File: src/rtl/cdec_pkg.sv
package cdec_pkg;
  localparam int INSN_W = 16;
  localparam int CLS_W  = 5;
  localparam int REG_W  = 4;
  localparam int OP_W   = 4;
  localparam int NCLS   = 22;

  typedef enum logic [CLS_W-1:0] {
    CL_UNDEF    = 5'd0,
    CL_SHIFT    = 5'd1,
    CL_ADDS_REG = 5'd2,
    CL_ADDS_IMM = 5'd3,
    CL_IMM8     = 5'd4,
    CL_ALU      = 5'd5,
    CL_HIREG    = 5'd6,
    CL_BXCH     = 5'd7,
    CL_LITLD    = 5'd8,
    CL_REGOFS   = 5'd9,
    CL_IMMXFER  = 5'd10,
    CL_HALFXFER = 5'd11,
    CL_SPXFER   = 5'd12,
    CL_ADRGEN   = 5'd13,
    CL_SPADJ    = 5'd14,
    CL_STKLIST  = 5'd15,
    CL_MULTI    = 5'd16,
    CL_CBR      = 5'd17,
    CL_SWI      = 5'd18,
    CL_BR       = 5'd19,
    CL_LNK_HI   = 5'd20,
    CL_LNK_LO   = 5'd21
  } cls_e;
endpackage

File: src/rtl/cdec_classify.sv
module cdec_classify
  import cdec_pkg::*;
(
  input  logic [INSN_W-1:0] insn,
  output logic [NCLS-1:0]   hits,
  output cls_e              cls
);
  always_comb begin
    hits = '0;
    hits[CL_SHIFT]    = (insn[15:13] == 3'b000) && (insn[12:11] != 2'b11);
    hits[CL_ADDS_REG] = (insn[15:11] == 5'b00011) && !insn[10];
    hits[CL_ADDS_IMM] = (insn[15:11] == 5'b00011) &&  insn[10];
    hits[CL_IMM8]     = (insn[15:13] == 3'b001);
    hits[CL_ALU]      = (insn[15:10] == 6'b010000);
    hits[CL_HIREG]    = (insn[15:10] == 6'b010001) && (insn[9:8] != 2'b11);
    hits[CL_BXCH]     = (insn[15:8]  == 8'h47);
    hits[CL_LITLD]    = (insn[15:11] == 5'b01001);
    hits[CL_REGOFS]   = (insn[15:12] == 4'b0101);
    hits[CL_IMMXFER]  = (insn[15:13] == 3'b011);
    hits[CL_HALFXFER] = (insn[15:12] == 4'b1000);
    hits[CL_SPXFER]   = (insn[15:12] == 4'b1001);
    hits[CL_ADRGEN]   = (insn[15:12] == 4'b1010);
    hits[CL_SPADJ]    = (insn[15:8]  == 8'hB0);
    hits[CL_STKLIST]  = (insn[15:12] == 4'b1011) && (insn[10:9] == 2'b10);
    hits[CL_MULTI]    = (insn[15:12] == 4'b1100);
    hits[CL_CBR]      = (insn[15:12] == 4'b1101) && (insn[11:8] != 4'hF);
    hits[CL_SWI]      = (insn[15:8]  == 8'hDF);
    hits[CL_BR]       = (insn[15:11] == 5'b11100);
    hits[CL_LNK_HI]   = (insn[15:11] == 5'b11110);
    hits[CL_LNK_LO]   = (insn[15:11] == 5'b11111);
  end

  always_comb begin
    cls = CL_UNDEF;
    for (int k = 1; k < NCLS; k++) begin
      if (hits[k]) cls = cls_e'(CLS_W'(k));
    end
  end
endmodule

File: src/rtl/cdec_fields.sv
module cdec_fields
  import cdec_pkg::*;
#(
  parameter int IMM_W = 32
) (
  input  logic [INSN_W-1:0] insn,
  input  cls_e              cls,
  output logic [REG_W-1:0]  rd,
  output logic [REG_W-1:0]  rs,
  output logic [REG_W-1:0]  rm,
  output logic [OP_W-1:0]   op,
  output logic [IMM_W-1:0]  imm
);
  function automatic logic [IMM_W-1:0] f_zext(input logic [10:0] v);
    return IMM_W'(v);
  endfunction

  function automatic logic [IMM_W-1:0] f_disp8(input logic [7:0] d);
    return {{(IMM_W-9){d[7]}}, d, 1'b0};
  endfunction

  function automatic logic [IMM_W-1:0] f_disp11(input logic [10:0] d);
    return {{(IMM_W-12){d[10]}}, d, 1'b0};
  endfunction

  function automatic logic [REG_W-1:0] f_lo(input logic [2:0] r);
    return {1'b0, r};
  endfunction

  always_comb begin
    rd  = '0;
    rs  = '0;
    rm  = '0;
    op  = '0;
    imm = '0;
    unique case (cls)
      CL_SHIFT: begin
        op = OP_W'(insn[12:11]); imm = f_zext(11'(insn[10:6]));
        rm = f_lo(insn[5:3]);    rd  = f_lo(insn[2:0]);
      end
      CL_ADDS_REG: begin
        op = OP_W'(insn[9]); rm = f_lo(insn[8:6]);
        rs = f_lo(insn[5:3]); rd = f_lo(insn[2:0]);
      end
      CL_ADDS_IMM: begin
        op = OP_W'(insn[9]); imm = f_zext(11'(insn[8:6]));
        rs = f_lo(insn[5:3]); rd = f_lo(insn[2:0]);
      end
      CL_IMM8: begin
        op = OP_W'(insn[12:11]); rd = f_lo(insn[10:8]);
        imm = f_zext(11'(insn[7:0]));
      end
      CL_ALU: begin
        op = insn[9:6]; rm = f_lo(insn[5:3]); rd = f_lo(insn[2:0]);
      end
      CL_HIREG: begin
        op = OP_W'(insn[9:8]); rd = {insn[7], insn[2:0]}; rm = insn[6:3];
      end
      CL_BXCH: rm = insn[6:3];
      CL_LITLD: begin
        rd = f_lo(insn[10:8]); imm = f_zext({1'b0, insn[7:0], 2'b00});
      end
      CL_REGOFS: begin
        op = OP_W'(insn[11:9]); rm = f_lo(insn[8:6]);
        rs = f_lo(insn[5:3]);   rd = f_lo(insn[2:0]);
      end
      CL_IMMXFER, CL_HALFXFER: begin
        op  = (cls == CL_IMMXFER) ? OP_W'(insn[12:11]) : OP_W'(insn[11]);
        imm = f_zext(11'(insn[10:6]));
        rs  = f_lo(insn[5:3]); rd = f_lo(insn[2:0]);
      end
      CL_SPXFER, CL_ADRGEN: begin
        op = OP_W'(insn[11]); rd = f_lo(insn[10:8]);
        imm = f_zext(11'(insn[7:0]));
      end
      CL_SPADJ: begin
        op = OP_W'(insn[7]); imm = f_zext(11'(insn[6:0]));
      end
      CL_STKLIST: begin
        op = OP_W'({insn[11], insn[8]}); imm = f_zext(11'(insn[7:0]));
      end
      CL_MULTI: begin
        op = OP_W'(insn[11]); rs = f_lo(insn[10:8]);
        imm = f_zext(11'(insn[7:0]));
      end
      CL_CBR: begin
        op = insn[11:8]; imm = f_disp8(insn[7:0]);
      end
      CL_SWI:   imm = f_zext(11'(insn[7:0]));
      CL_BR:    imm = f_disp11(insn[10:0]);
      CL_LNK_HI, CL_LNK_LO: imm = f_zext(insn[10:0]);
      default: ;
    endcase
  end
endmodule

File: src/rtl/cdec_pipe_reg.sv
module cdec_pipe_reg #(
  parameter int W = 8
) (
  input  logic         clk,
  input  logic         rst_n,
  input  logic         vld_in,
  input  logic [W-1:0] din,
  output logic         vld_out,
  output logic [W-1:0] dout
);
  always_ff @(posedge clk or negedge rst_n) begin
    if (!rst_n) begin
      vld_out <= 1'b0;
      dout    <= '0;
    end else begin
      vld_out <= vld_in;
      if (vld_in) dout <= din;
    end
  end
endmodule

File: src/rtl/cdec16_top.sv
module cdec16_top
  import cdec_pkg::*;
#(
  parameter int IMM_W = 32
) (
  input  logic               clk,
  input  logic               rst_n,
  input  logic               in_valid,
  input  logic [INSN_W-1:0]  in_insn,
  output logic               out_valid,
  output logic [CLS_W-1:0]   out_cls,
  output logic [REG_W-1:0]   out_rd,
  output logic [REG_W-1:0]   out_rs,
  output logic [REG_W-1:0]   out_rm,
  output logic [OP_W-1:0]    out_op,
  output logic [IMM_W-1:0]   out_imm
);
  localparam int PW = CLS_W + 3*REG_W + OP_W + IMM_W;

  logic [NCLS-1:0]  w_hits;
  cls_e             w_cls;
  logic [REG_W-1:0] w_rd, w_rs, w_rm;
  logic [OP_W-1:0]  w_op;
  logic [IMM_W-1:0] w_imm;
  logic [PW-1:0]    w_pack, r_pack;

  cdec_classify u_cls (
    .insn (in_insn),
    .hits (w_hits),
    .cls  (w_cls)
  );

  cdec_fields #(.IMM_W(IMM_W)) u_fld (
    .insn (in_insn),
    .cls  (w_cls),
    .rd   (w_rd),
    .rs   (w_rs),
    .rm   (w_rm),
    .op   (w_op),
    .imm  (w_imm)
  );

  assign w_pack = {w_cls, w_rd, w_rs, w_rm, w_op, w_imm};

  cdec_pipe_reg #(.W(PW)) u_reg (
    .clk     (clk),
    .rst_n   (rst_n),
    .vld_in  (in_valid),
    .din     (w_pack),
    .vld_out (out_valid),
    .dout    (r_pack)
  );

  assign {out_cls, out_rd, out_rs, out_rm, out_op, out_imm} = r_pack;
endmodule

File: config.mk
export PLATFORM = sky130hd
export DESIGN_NAME = cdec16_top
export DESIGN_NICKNAME = d
export VERILOG_FILES = /design/src/rtl/cdec_pkg.sv /design/src/rtl/cdec_classify.sv /design/src/rtl/cdec_fields.sv /design/src/rtl/cdec_pipe_reg.sv /design/src/rtl/cdec16_top.sv
export SDC_FILE = /design/constraint.sdc
export NUM_CORES = 1
export LEC_CHECK = 0
export BUFFER_PORTS_ARGS = -buffer_cell sky130_fd_sc_hd__buf_2
export CORE_MARGIN = 2
export CORE_UTILIZATION = 40
export DETAILED_ROUTE_END_ITERATION = 12
export GPL_ROUTABILITY_DRIVEN = 0
export PLACE_DENSITY = 0.61
export SLEW_MARGIN = 20
export SYNTH_ARGS = -nofsm -noshare
export SYNTH_HDL_FRONTEND = slang
export SYNTH_HIERARCHICAL = 1
export SYNTH_SLANG_ARGS = --single-unit
File: constraint.sdc
create_clock -name clk -period 1.49 [get_ports clk]
set_input_delay 0.298 -clock clk [delete_from_list [all_inputs] [get_ports clk]]
set_output_delay 0.298 -clock clk [all_outputs]
set_load 0.01 [all_outputs]
==> results of run 1 <==
-- cell usage in the layout (no fill, tap or decap), drive strengths merged, types with 2 or more instances in the layout --
cell type  instances
a21oi              7
o21ai              5
mux2i              2
a31oi              4
mux2              53
nor3              10
a222oi             5
a211oi             2
clkbuf             7
and3               3
o211ai             3
nand2             16
xor2               3
a221o              4
a31o               4
a21boi             4
o221ai             2
buf              156
and4               2
a22o              13
a32o               2
o21bai             3
nor2b              9
inv                9
nand3b             4
dfrtp             54
nand4              3
nand3              4
nand2b             9
nor2              11
-- report_power, final --
part,total [µW],leakage (µW),internal [µW],switching (µW)
Sequential,1670,0.000725,1590,71.9
Combinational,1560,0.00181,849,708
Clock,1020,0.0000514,503,513
Total,4240,0.00259,2940,1290
-- metrics by stage --
| step | setup slack, ns | total power, µW | instance area [µm²] | utilization, % |
|---|---|---|---|---|
| final | -0.745 | 4240 | 5100 | 58.5 |
| after global routing | -0.791 | 4430 | 5100 | 58.5 |
| after CTS | -0.612 | 4090 | 4760 | 54.6 |
| after detailed placement | -1.06 | 2920 | 4280 | 49.1 |
| after global placement | -1.03 | 2900 | 4280 | 49.1 |
| after floorplan | -0.987 | 2450 | 3700 | - |
-- state kept, by name, indices dropped and copies added (netlist names) --
signal and cells:
u_reg/vld_out 1, u_reg/dout 53
-- per-layer routing --
layer  vias to the layer above  track usage (%)  wire length, µm
met5                         -                0                0
met4                         0             6.95              187
met3                        17             2.84              406
met2                       103             31.0             4640
met1                      1493             25.7             4480
li1                       1374                -                -
-- how the worst max path moves through the flow --
stage	start	to	slack, ns	cells after the start
2_1_floorplan	in_insn[11]	u_reg/dout[4]$_DFFE_PN0P_	-0.99	11
3_3_place_gp	in_insn[13]	u_reg/dout[4]$_DFFE_PN0P_	-1.03	12
3_5_place_dp	in_insn[13]	u_reg/dout[4]$_DFFE_PN0P_	-1.06	12
4_1_cts	in_insn[14]	u_reg/dout[4]$_DFFE_PN0P_	-0.61	12
5_1_grt	in_insn[14]	u_reg/dout[32]$_DFFE_PN0P_	-0.79	13
6_report	in_insn[13]	u_reg/dout[32]$_DFFE_PN0P_	-0.75	11
-- timing repair --
action / 4_1_cts / 5_1_grt
setup endpoints to repair: 48 / 49
resized for setup: 59 / 58
cloned: 6 / 1
hold endpoints to repair: 54 / 0
buffers inserted: 14 / 15
hold buffers: 1 / 0
pin swaps: 26 / 21
-- critical path: cells and delay by family --
family	cells	cell delay (ns)
AO/OA/AOI/OAI	5	1.07
AND/OR/NAND/NOR	3	0.49
buffers and inverters	2	0.32
multiplexers	1	0.26
-- area by class of cell --
type                    instances  share of cell area [%]
inverters                       9                   0.662
repair buffers                158                    25.2
clock inverters                 2                   0.736
multi-input cells             207                    42.9
clock buffers                   6                    1.42
well taps                     108                    2.65
flip-flops and latches         54                    26.5
==> metrics.md, run 1 <==
| Metric | Value |
|---|---|
| Cell Count, Final, Fillers Out | `roughly 540` |
| Max Cap Viol | `0` |
| Critical path, cell by cell | `buf_12, nor4b_4, nand3_1, a21oi_2, o211ai_1, buf_4, nor2b_1, a221oi_1, o21bai_1, a221o_1, mux2_4` |
| Worst-path maximum fanout | `6` |
| Min Clock Period, post-route | `2.24 ns` |
| VDD IR max | `between 0.0003 and 0.0004 V` |
| First-pass DRT Iterations | `5` |
| Hold Crit Class | `input port to flip-flop` |
| Synth warn | `6` |
| Die Ht | `just under 100 µm` |
| Final net count | `454` |
| Status | `finished with violations` |
| Arrival time worst endpoint | `approximately 2.5 ns` |
| Syn avg cell area | `between 10 and 15 µm²` |
| Setup TNS | `-21.89 ns` |
| Wirelength per Cell | `around 18 µm` |
| Die Area | `roughly 9700 µm²` |
| Min Hold Slack | `~0.22 ns` |
| Critical Path Start Type | `input port` |
| Highest clock rate | `roughly 450 MHz` |
| Fin. Hold Viols | `0` |
| CTS tree | `done` |
| I/O Pins | `73` |
| Clk buf depth | `2` |
| Die width | `just under 100 µm` |
| Clock sink count | `54` |
| Register area | `between 1000 and 1500 µm²` |
| Placed cells | `between 500 and 600` |
| R2r setup slk | `~0.7 ns` |
| Slew Limit Fails | `0` |
| Clock skew | `0 ns` |
| Worst R2R Path Depth | `1` |
| Pwr/cell area | `a little over 800 nW/µm²` |
| Initial DRC count | `about 210` |
| Failing checks | `setup timing` |
| Starting Density | `around two fifths` |
| DP HPWL | `around 6000 µm` |
| Hold path cells | `1` |
| Rows | `34` |
| Unrepaired setup endpoints after global routing | `yes` |
| Req. time, crit path | `1.70 ns` |
| Mapped Nets | `approximately 330` |
| Syn Std Cell Area | `roughly 3600 µm²` |
| CP max-delay cell | `a221o_1` |
| Total GRT Usage | `19.0%` |
| Crit-path max cell delay | `0.35 ns` |
| Port bufs | `72` |
| Post-Syn Instances | `between 300 and 400` |
| Ant. Diodes | `0` |
| P&R area growth vs syn | `42.2%` |
| First-pass GRT wire length | `between 15000 and 20000 µm` |
| Footprint of the multi-input gates | `approximately 2200 µm²` |
| Global route overflow | `0` |
| Routed Antenna Nets | `0` |
| Layout cells sized above 1 | `a little over three fifths` |
| DRC viols | `0` |
| Vias per std cell | `5.49` |
| Initial antenna violation count | `0` |
| Total number of vias | `approximately 3000` |
| R2r endpoint | `u_reg/dout[33]$_DFFE_PN0P_` |
| Worst-skew pair later-pin latency | `about 0.30 ns` |
| Crit Path Class | `input port to flip-flop` |
| Vias in the first global route | `around 3000` |
| Largest net degree at the start of global routing | `between 50 and 60` |
| Count of final setup violators | `48` |
| Crit share post-route | `150%` |
| Worst Setup End Kind | `flip-flop` |
| Clock slew at reported path FFs | `between 0.1 and 0.15 ns` |
| Worst setup slack after layout | `-0.745 ns` |
| H-tree levels | `2` |
| Hold EP | `u_reg/vld_out$_DFF_PN0_` |
| Filler Cells Inserted | `a little under 700` |
| Aggregate routed wire length | `~10000 µm` |
| P_leak | `roughly 0.0026 µW` |
| Clock root cell | `clkbuf_8` |
| Worst r2r src | `u_reg/dout[33]$_DFFE_PN0P_` |
| Hold wc startpoint | `in_valid` |
| Core Area | `just under 9000 µm²` |
| Number of buffers created by CTS | `5` |
Power figures use the tool's default switching activity.
==> inputs of run 2 (changes only) <==
- clock period: 1.49 -> 2.6 ns (I/O delays scaled with it)
==> run 2 against run 1 <==
Effect of this change: the run now ends clean; sequential cell count unchanged; die area unchanged; via count down 10%.
==> metrics.md, run 2 (same netlist as run 1, synthesis figures left out) <==
| Metric | Value |
|---|---|
| Status | `completed` |
| Crit-path max cell delay | `approximately 0.28 ns` |
| Crit Path Class | `input port to flip-flop` |
| Clock sink count | `54` |
| Total number of vias | `about 2700` |
| Reg with most FFs | `u_reg/dout` |
| Number of buffers created by CTS | `5` |
| Commonest cells after routing, fill and taps aside | `71 x buf_2, 55 x buf_4, 54 x dfrtp_1` |
| Hold_buf cts | `0` |
| Worst Setup End Kind | `flip-flop` |
| Vias per std cell | `5.24` |
| Fin. Hold Viols | `0` |
| Cell Count, Final, Fillers Out | `between 500 and 600` |
| Routed Antenna Nets | `0` |
| Core Area | `slightly below 9000 µm²` |
| Die width | `between 90 and 100 µm` |
| Final net count | `roughly 420` |
| CP max-delay cell | `a32o_1` |
| Worst-path maximum fanout | `13` |
| Pwr/cell area | `just under 500 nW/µm²` |
| Hold Crit Class | `input port to async pin` |
| Crit share post-route | `94.7%` |
| Total GRT Usage | `17.6%` |
| Rows | `34` |
| Starting Density | `41.1%` |
| First-pass GRT wire length | `approximately 14000 µm` |
| Slew Limit Fails | `0` |
| Vias in the first global route | `2653` |
| Worst-skew pair later-pin latency | `approximately 0.31 ns` |
| DP HPWL | `approximately 6300 µm` |
| Largest registers | `u_reg/dout x53, u_reg/vld_out x1` |
| I/O Pins | `73` |
| Layout cells sized above 1 | `51.1%` |
| Aggregate routed wire length | `between 8000 and 9000 µm` |
| VDD IR max | `approximately 0.00023 V` |
| CTS tree | `done` |
| Min Clock Period, post-route | `between 2 and 2.5 ns` |
| Port bufs | `72` |
| Clock root cell | `clkbuf_8` |
| Post-CTS Setup Bufs | `0` |
| First-pass DRT Iterations | `4` |
| H-tree levels | `2` |
| Clk buf depth | `2` |
| P&R area growth vs syn | `20.0%` |
| Arrival time worst endpoint | `2.67 ns` |
| Largest net degree at the start of global routing | `27` |
| Wirelength per Cell | `16.3 µm` |
| Critical path, cell by cell | `buf_2, nand2_1, nor3_1, o21ai_0, o2111ai_2, buf_12, buf_4, nand2_1, o21ai_0, a32o_1, a221o_1, mux2_4` |
| Max Cap Viol | `0` |
| Min Hold Slack | `between 0.09 and 0.1 ns` |
| Global route overflow | `0` |
| Count of final setup violators | `0` |
| Highest clock rate | `406 MHz` |
| P_leak | `roughly 0.0022 µW` |
| Max FFs per register | `53` |
| DRC viols | `0` |
| Initial DRC count | `between 150 and 200` |
| Filler Cells Inserted | `~800` |
| Post-route total power | `2130 µW` |
| Unrepaired setup endpoints after global routing | `no` |
| Placed cells | `just over 500` |
| Clock slew at reported path FFs | `roughly 0.10 ns` |
| Die Area | `slightly below 10000 µm²` |
| Critical Path Start Type | `input port` |
| Die Ht | `just under 100 µm` |
| Setup TNS | `0 ns` |
| Clock skew | `0 ns` |
| Commonest non-fill, non-tap cell in the layout | `buf_2` |
| Ant. Diodes | `0` |
| Req. time, crit path | `between 2 and 3 ns` |
| Initial antenna violation count | `0` |
run 2: cell types whose count changed in the layout (fill, tap and decap cells not counted), moves of 4 or more:
| cell | delta |
|---|---|
| buf_12 | -7 |
| buf_2 | +7 |
| buf_6 | -22 |
| buf_8 | -4 |
| nand2_1 | +4 |
| nor2_1 | +4 |
| nor2b_1 | +4 |
| nor3_4 | -4 |
| o21ai_2 | -4 |
run 2: layout make-up:
class	count	area [µm²]	area share, %
clock buffer	6	82.6	1.92
clock inverter	2	16.3	0.378
inverter	9	33.8	0.785
multi-input combinational	203	1860	43.2
sequential	54	1350	31.4
tap	108	135	3.14
timing repair buffer	129	828	19.2
run 2: what timing repair did:
item                       in CTS  in global routing
gates resized for setup         0                  4
hold endpoints to repair        0                  0
setup endpoints to repair       0                 21
run 2: path summary, 6_finish.rpt:
check / start / endpoint / slack, ns / depth (start not counted)
setup / recovery: in_insn[15] / u_reg/dout[3]$_DFFE_PN0P_ / 0.14 / 12
hold / removal: rst_n / u_reg/dout[23]$_DFFE_PN0P_ / 0.09 / 1
setup reg to reg: u_reg/dout[35]$_DFFE_PN0P_ / u_reg/dout[35]$_DFFE_PN0P_ / 1.81 / 1
hold reg to reg: u_reg/dout[43]$_DFFE_PN0P_ / u_reg/dout[43]$_DFFE_PN0P_ / 0.51 / 1
max in group asynchronous: rst_n / u_reg/dout[32]$_DFFE_PN0P_ / 1.85 / 2
min in group clk: u_reg/dout[43]$_DFFE_PN0P_ / u_reg/dout[43]$_DFFE_PN0P_ / 0.51 / 1
run 2: where the power goes:
part / total (µW) / internal, µW / switching [µW]
clock network: 503 / 220 / 283
registers: 953 / 913 / 40.2
logic: 676 / 350 / 327
total: 2130 / 1480 / 650
run 2: through the flow:
step	utilization (%)	cell area, µm²	worst slack, ns
floorplan	-	3620	-0.102
global placement	48.1	4190	-0.183
detailed placement	48.1	4190	-0.205
CTS	49.2	4290	0.131
global route	49.4	4310	0.0106
finish	49.4	4310	0.137
run 2: critical path, delay by kind of cell:
kind | cells | cell delay [ns]
AO/OA/AOI/OAI | 5 | 1.13
AND/OR/NAND/NOR | 3 | 0.26
buffers and inverters | 3 | 0.50
multiplexers | 1 | 0.25
run 2: routing by layer:
metal	track usage [%]	vias to the layer above	part of all wire [%]
met5	0	-	0
met3	2.91	8	4.4
met4	4.11	0	1.1
li1	-	1301	-
met1	25.2	1291	47
met2	27.9	78	48
==> inputs of run 3 (changes only) <==
- CTS_BUF_LIST: unset -> sky130_fd_sc_hd__clkbuf_8
- clock period: 2.6 -> 3.2 ns (I/O delays scaled with it)
==> run 3 against run 2 <==
Effect of this change: utilization shrank 4.1 points; clock skew is the same; worst hold slack gained 0.13 ns; die area is the same; highest routed layer unchanged; sequential cell count is the same; routed wire length shrank 3.7%; first-iteration DRC count grew 37%; cell area shrank 8.3%; critical path depth shrank 3.
==> metrics.md, run 3 (same netlist as run 1, synthesis figures left out) <==
| Metric | Value |
|---|---|
| First-pass GRT wire length | `13000 µm` |
| Max FFs per register | `53` |
| Count of final setup violators | `0` |
| Clock sink count | `54` |
| Routed Antenna Nets | `0` |
| Core Area | `about 8700 µm²` |
| DP HPWL | `5620 µm` |
| First-pass DRT Iterations | `5` |
| Global route overflow | `0` |
| Die Ht | `just under 100 µm` |
| Rows | `34` |
| Commonest cells after routing, fill and taps aside | `71 x buf_2, 54 x dfrtp_1, 50 x mux2_4` |
| Initial antenna violation count | `0` |
| Largest net degree at the start of global routing | `55` |
| Routed wl met2 | `around 3500 µm` |
| Total number of vias | `roughly 2600` |
| Pwr/cell area | `423 nW/µm²` |
| Slew Limit Fails | `0` |
| P&R area growth vs syn | `10.1%` |
| Arrival time worst endpoint | `about 3.1 ns` |
| Clock power share | `between 20% and 30%` |
| H-tree levels | `2` |
| Utilization after layout | `45.3%` |
| Req. time, crit path | `approximately 3.5 ns` |
| Post-CTS Setup Bufs | `0` |
| Switch Pwr | `between 500 and 600 µW` |
| Number of buffers created by CTS | `5` |
| Die Area | `a little under 10000 µm²` |
| Min Clock Period, post-route | `between 2 and 3 ns` |
| Max Cap Viol | `0` |
| Fin. Hold Viols | `0` |
| DRC viols | `0` |
| Hold Crit Class | `input port to async pin` |
| Worst-skew pair later-pin latency | `approximately 0.30 ns` |
| Sw frac | `between 30% and 40%` |
| Port bufs | `a little over 70` |
| Internal power | `between 1000 and 1500 µW` |
| Met1 Wirelength | `approximately 4000 µm` |
| Status | `completed` |
| Highest clock rate | `349 MHz` |
| CP max-delay cell | `a31o_2` |
| Worst-margin pin slew | `around 0.94 ns` |
| CTS tree | `done` |
| Starting Density | `between 40% and 50%` |
| Final net count | `~380` |
| Crit Path Class | `input port to flip-flop` |
| Total GRT Usage | `about 16%` |
| Setup TNS | `0 ns` |
| Crit share post-route | `roughly nine tenths` |
| Critical path, cell by cell | `buf_2, buf_4, nor2_1, o21ai_1, o221ai_1, nor2b_1, and3_1, a31o_2, mux2_4` |
| Reg with most FFs | `u_reg/dout` |
| Layout cells sized above 1 | `approximately 45%` |
| Vias in the first global route | `between 2000 and 2500` |
| Wire length on met3 | `between 400 and 500 µm` |
| Worst Setup End Kind | `flip-flop` |
| Max layer used | `met4` |
| Critical Path Start Type | `input port` |
| Placed cells | `around 460` |
| Relative slew slack | `about 37%` |
| Vias per std cell | `5.58` |
| Clock root cell | `clkbuf_8` |
| Comb pwr share | `between 20 and 30%` |
| Share of power burned in registers | `a little under half` |
| Largest registers | `u_reg/dout x53, u_reg/vld_out x1` |
| Clock slew at reported path FFs | `0.10 ns` |
| Hold_buf cts | `0` |
| Unrepaired setup endpoints after global routing | `no` |
| Aggregate routed wire length | `approximately 8000 µm` |
| Initial DRC count | `around 220` |
| P_leak | `0.00204 µW` |
| Clk buf depth | `2` |
| I/O Pins | `between 70 and 80` |
| Cell Count, Final, Fillers Out | `around 470` |
| Die width | `between 90 and 100 µm` |
| Worst-path maximum fanout | `21` |
| Wirelength per Cell | `roughly 17 µm` |
| Ant. Diodes | `0` |
| CTS resizes | `0` |
| Commonest non-fill, non-tap cell in the layout | `buf_2` |
| VDD IR max | `between 0.0002 and 0.00025 V` |
| Clock skew | `0 ns` |
| Crit-path max cell delay | `between 0.5 and 0.6 ns` |
[run 3: changes by cell type in the layout (fill, tap and decap cells not counted), sizes merged]
cell      previous run  this run
buf                129        90
clkbuf               6         5
clkinv               0         2
clkinvlp             1         0
[run 3: path summary, 6_finish.rpt]
check	from	endpoint	cells past startpoint	slack [ns]
setup / recovery	in_insn[11]	u_reg/dout[16]$_DFFE_PN0P_	9	0.33
hold reg to reg	u_reg/dout[0]$_DFFE_PN0P_	u_reg/dout[0]$_DFFE_PN0P_	1	0.51
hold / removal	rst_n	u_reg/dout[33]$_DFFE_PN0P_	1	0.22
setup reg to reg	u_reg/dout[44]$_DFFE_PN0P_	u_reg/dout[44]$_DFFE_PN0P_	1	2.42
max in group asynchronous	rst_n	u_reg/dout[2]$_DFFE_PN0P_	2	2.16
min in group clk	u_reg/dout[0]$_DFFE_PN0P_	u_reg/dout[0]$_DFFE_PN0P_	1	0.51
[run 3: worst max-delay path, delay by kind of cell]
kind	cells	cell delay, ns
buffers and inverters	2	0.39
muxes	1	0.24
and+or+nand+nor	3	0.84
AOI/OAI and AO/OA	3	1.00
[run 3: power groups by stage]
stage / sequential, µW / combinational [µW] / clock (µW)
final: 775 / 489 / 408
after global routing: 784 / 529 / 454
after CTS: 775 / 489 / 424
after detailed placement: 788 / 488 / 0
after global placement: 787 / 484 / 0
after floorplan: 815 / 310 / 0
[run 3: cell type report]
class | instances | area, µm²
inverters | 9 | 33.8
clock buffers | 5 | 68.8
fillers | 822 | 4770
multi-input cells | 203 | 1830
clock inverters | 3 | 28.8
repair buffers | 90 | 498
flip-flops and latches | 54 | 1350
well taps | 108 | 135
[run 3: per-stage QoR]
stage	setup WS, ns	hold slack [ns]	total power (µW)	area, µm²
2_1_floorplan	0.325	0.344	1130	3590
3_3_place_gp	0.0940	0.491	1270	3850
3_5_place_dp	0.0746	0.486	1280	3850
4_1_cts	0.378	0.231	1690	3950
5_1_grt	0.152	0.237	1770	3950
6_report	0.333	0.222	1670	3950
[run 3: routing by layer]
metal  up-vias  global-route usage, %
li1       1230                      -
met1      1300                   25.3
met2       100                   24.1
met3         6                   2.70
met4         0                   3.90
met5         -                      0
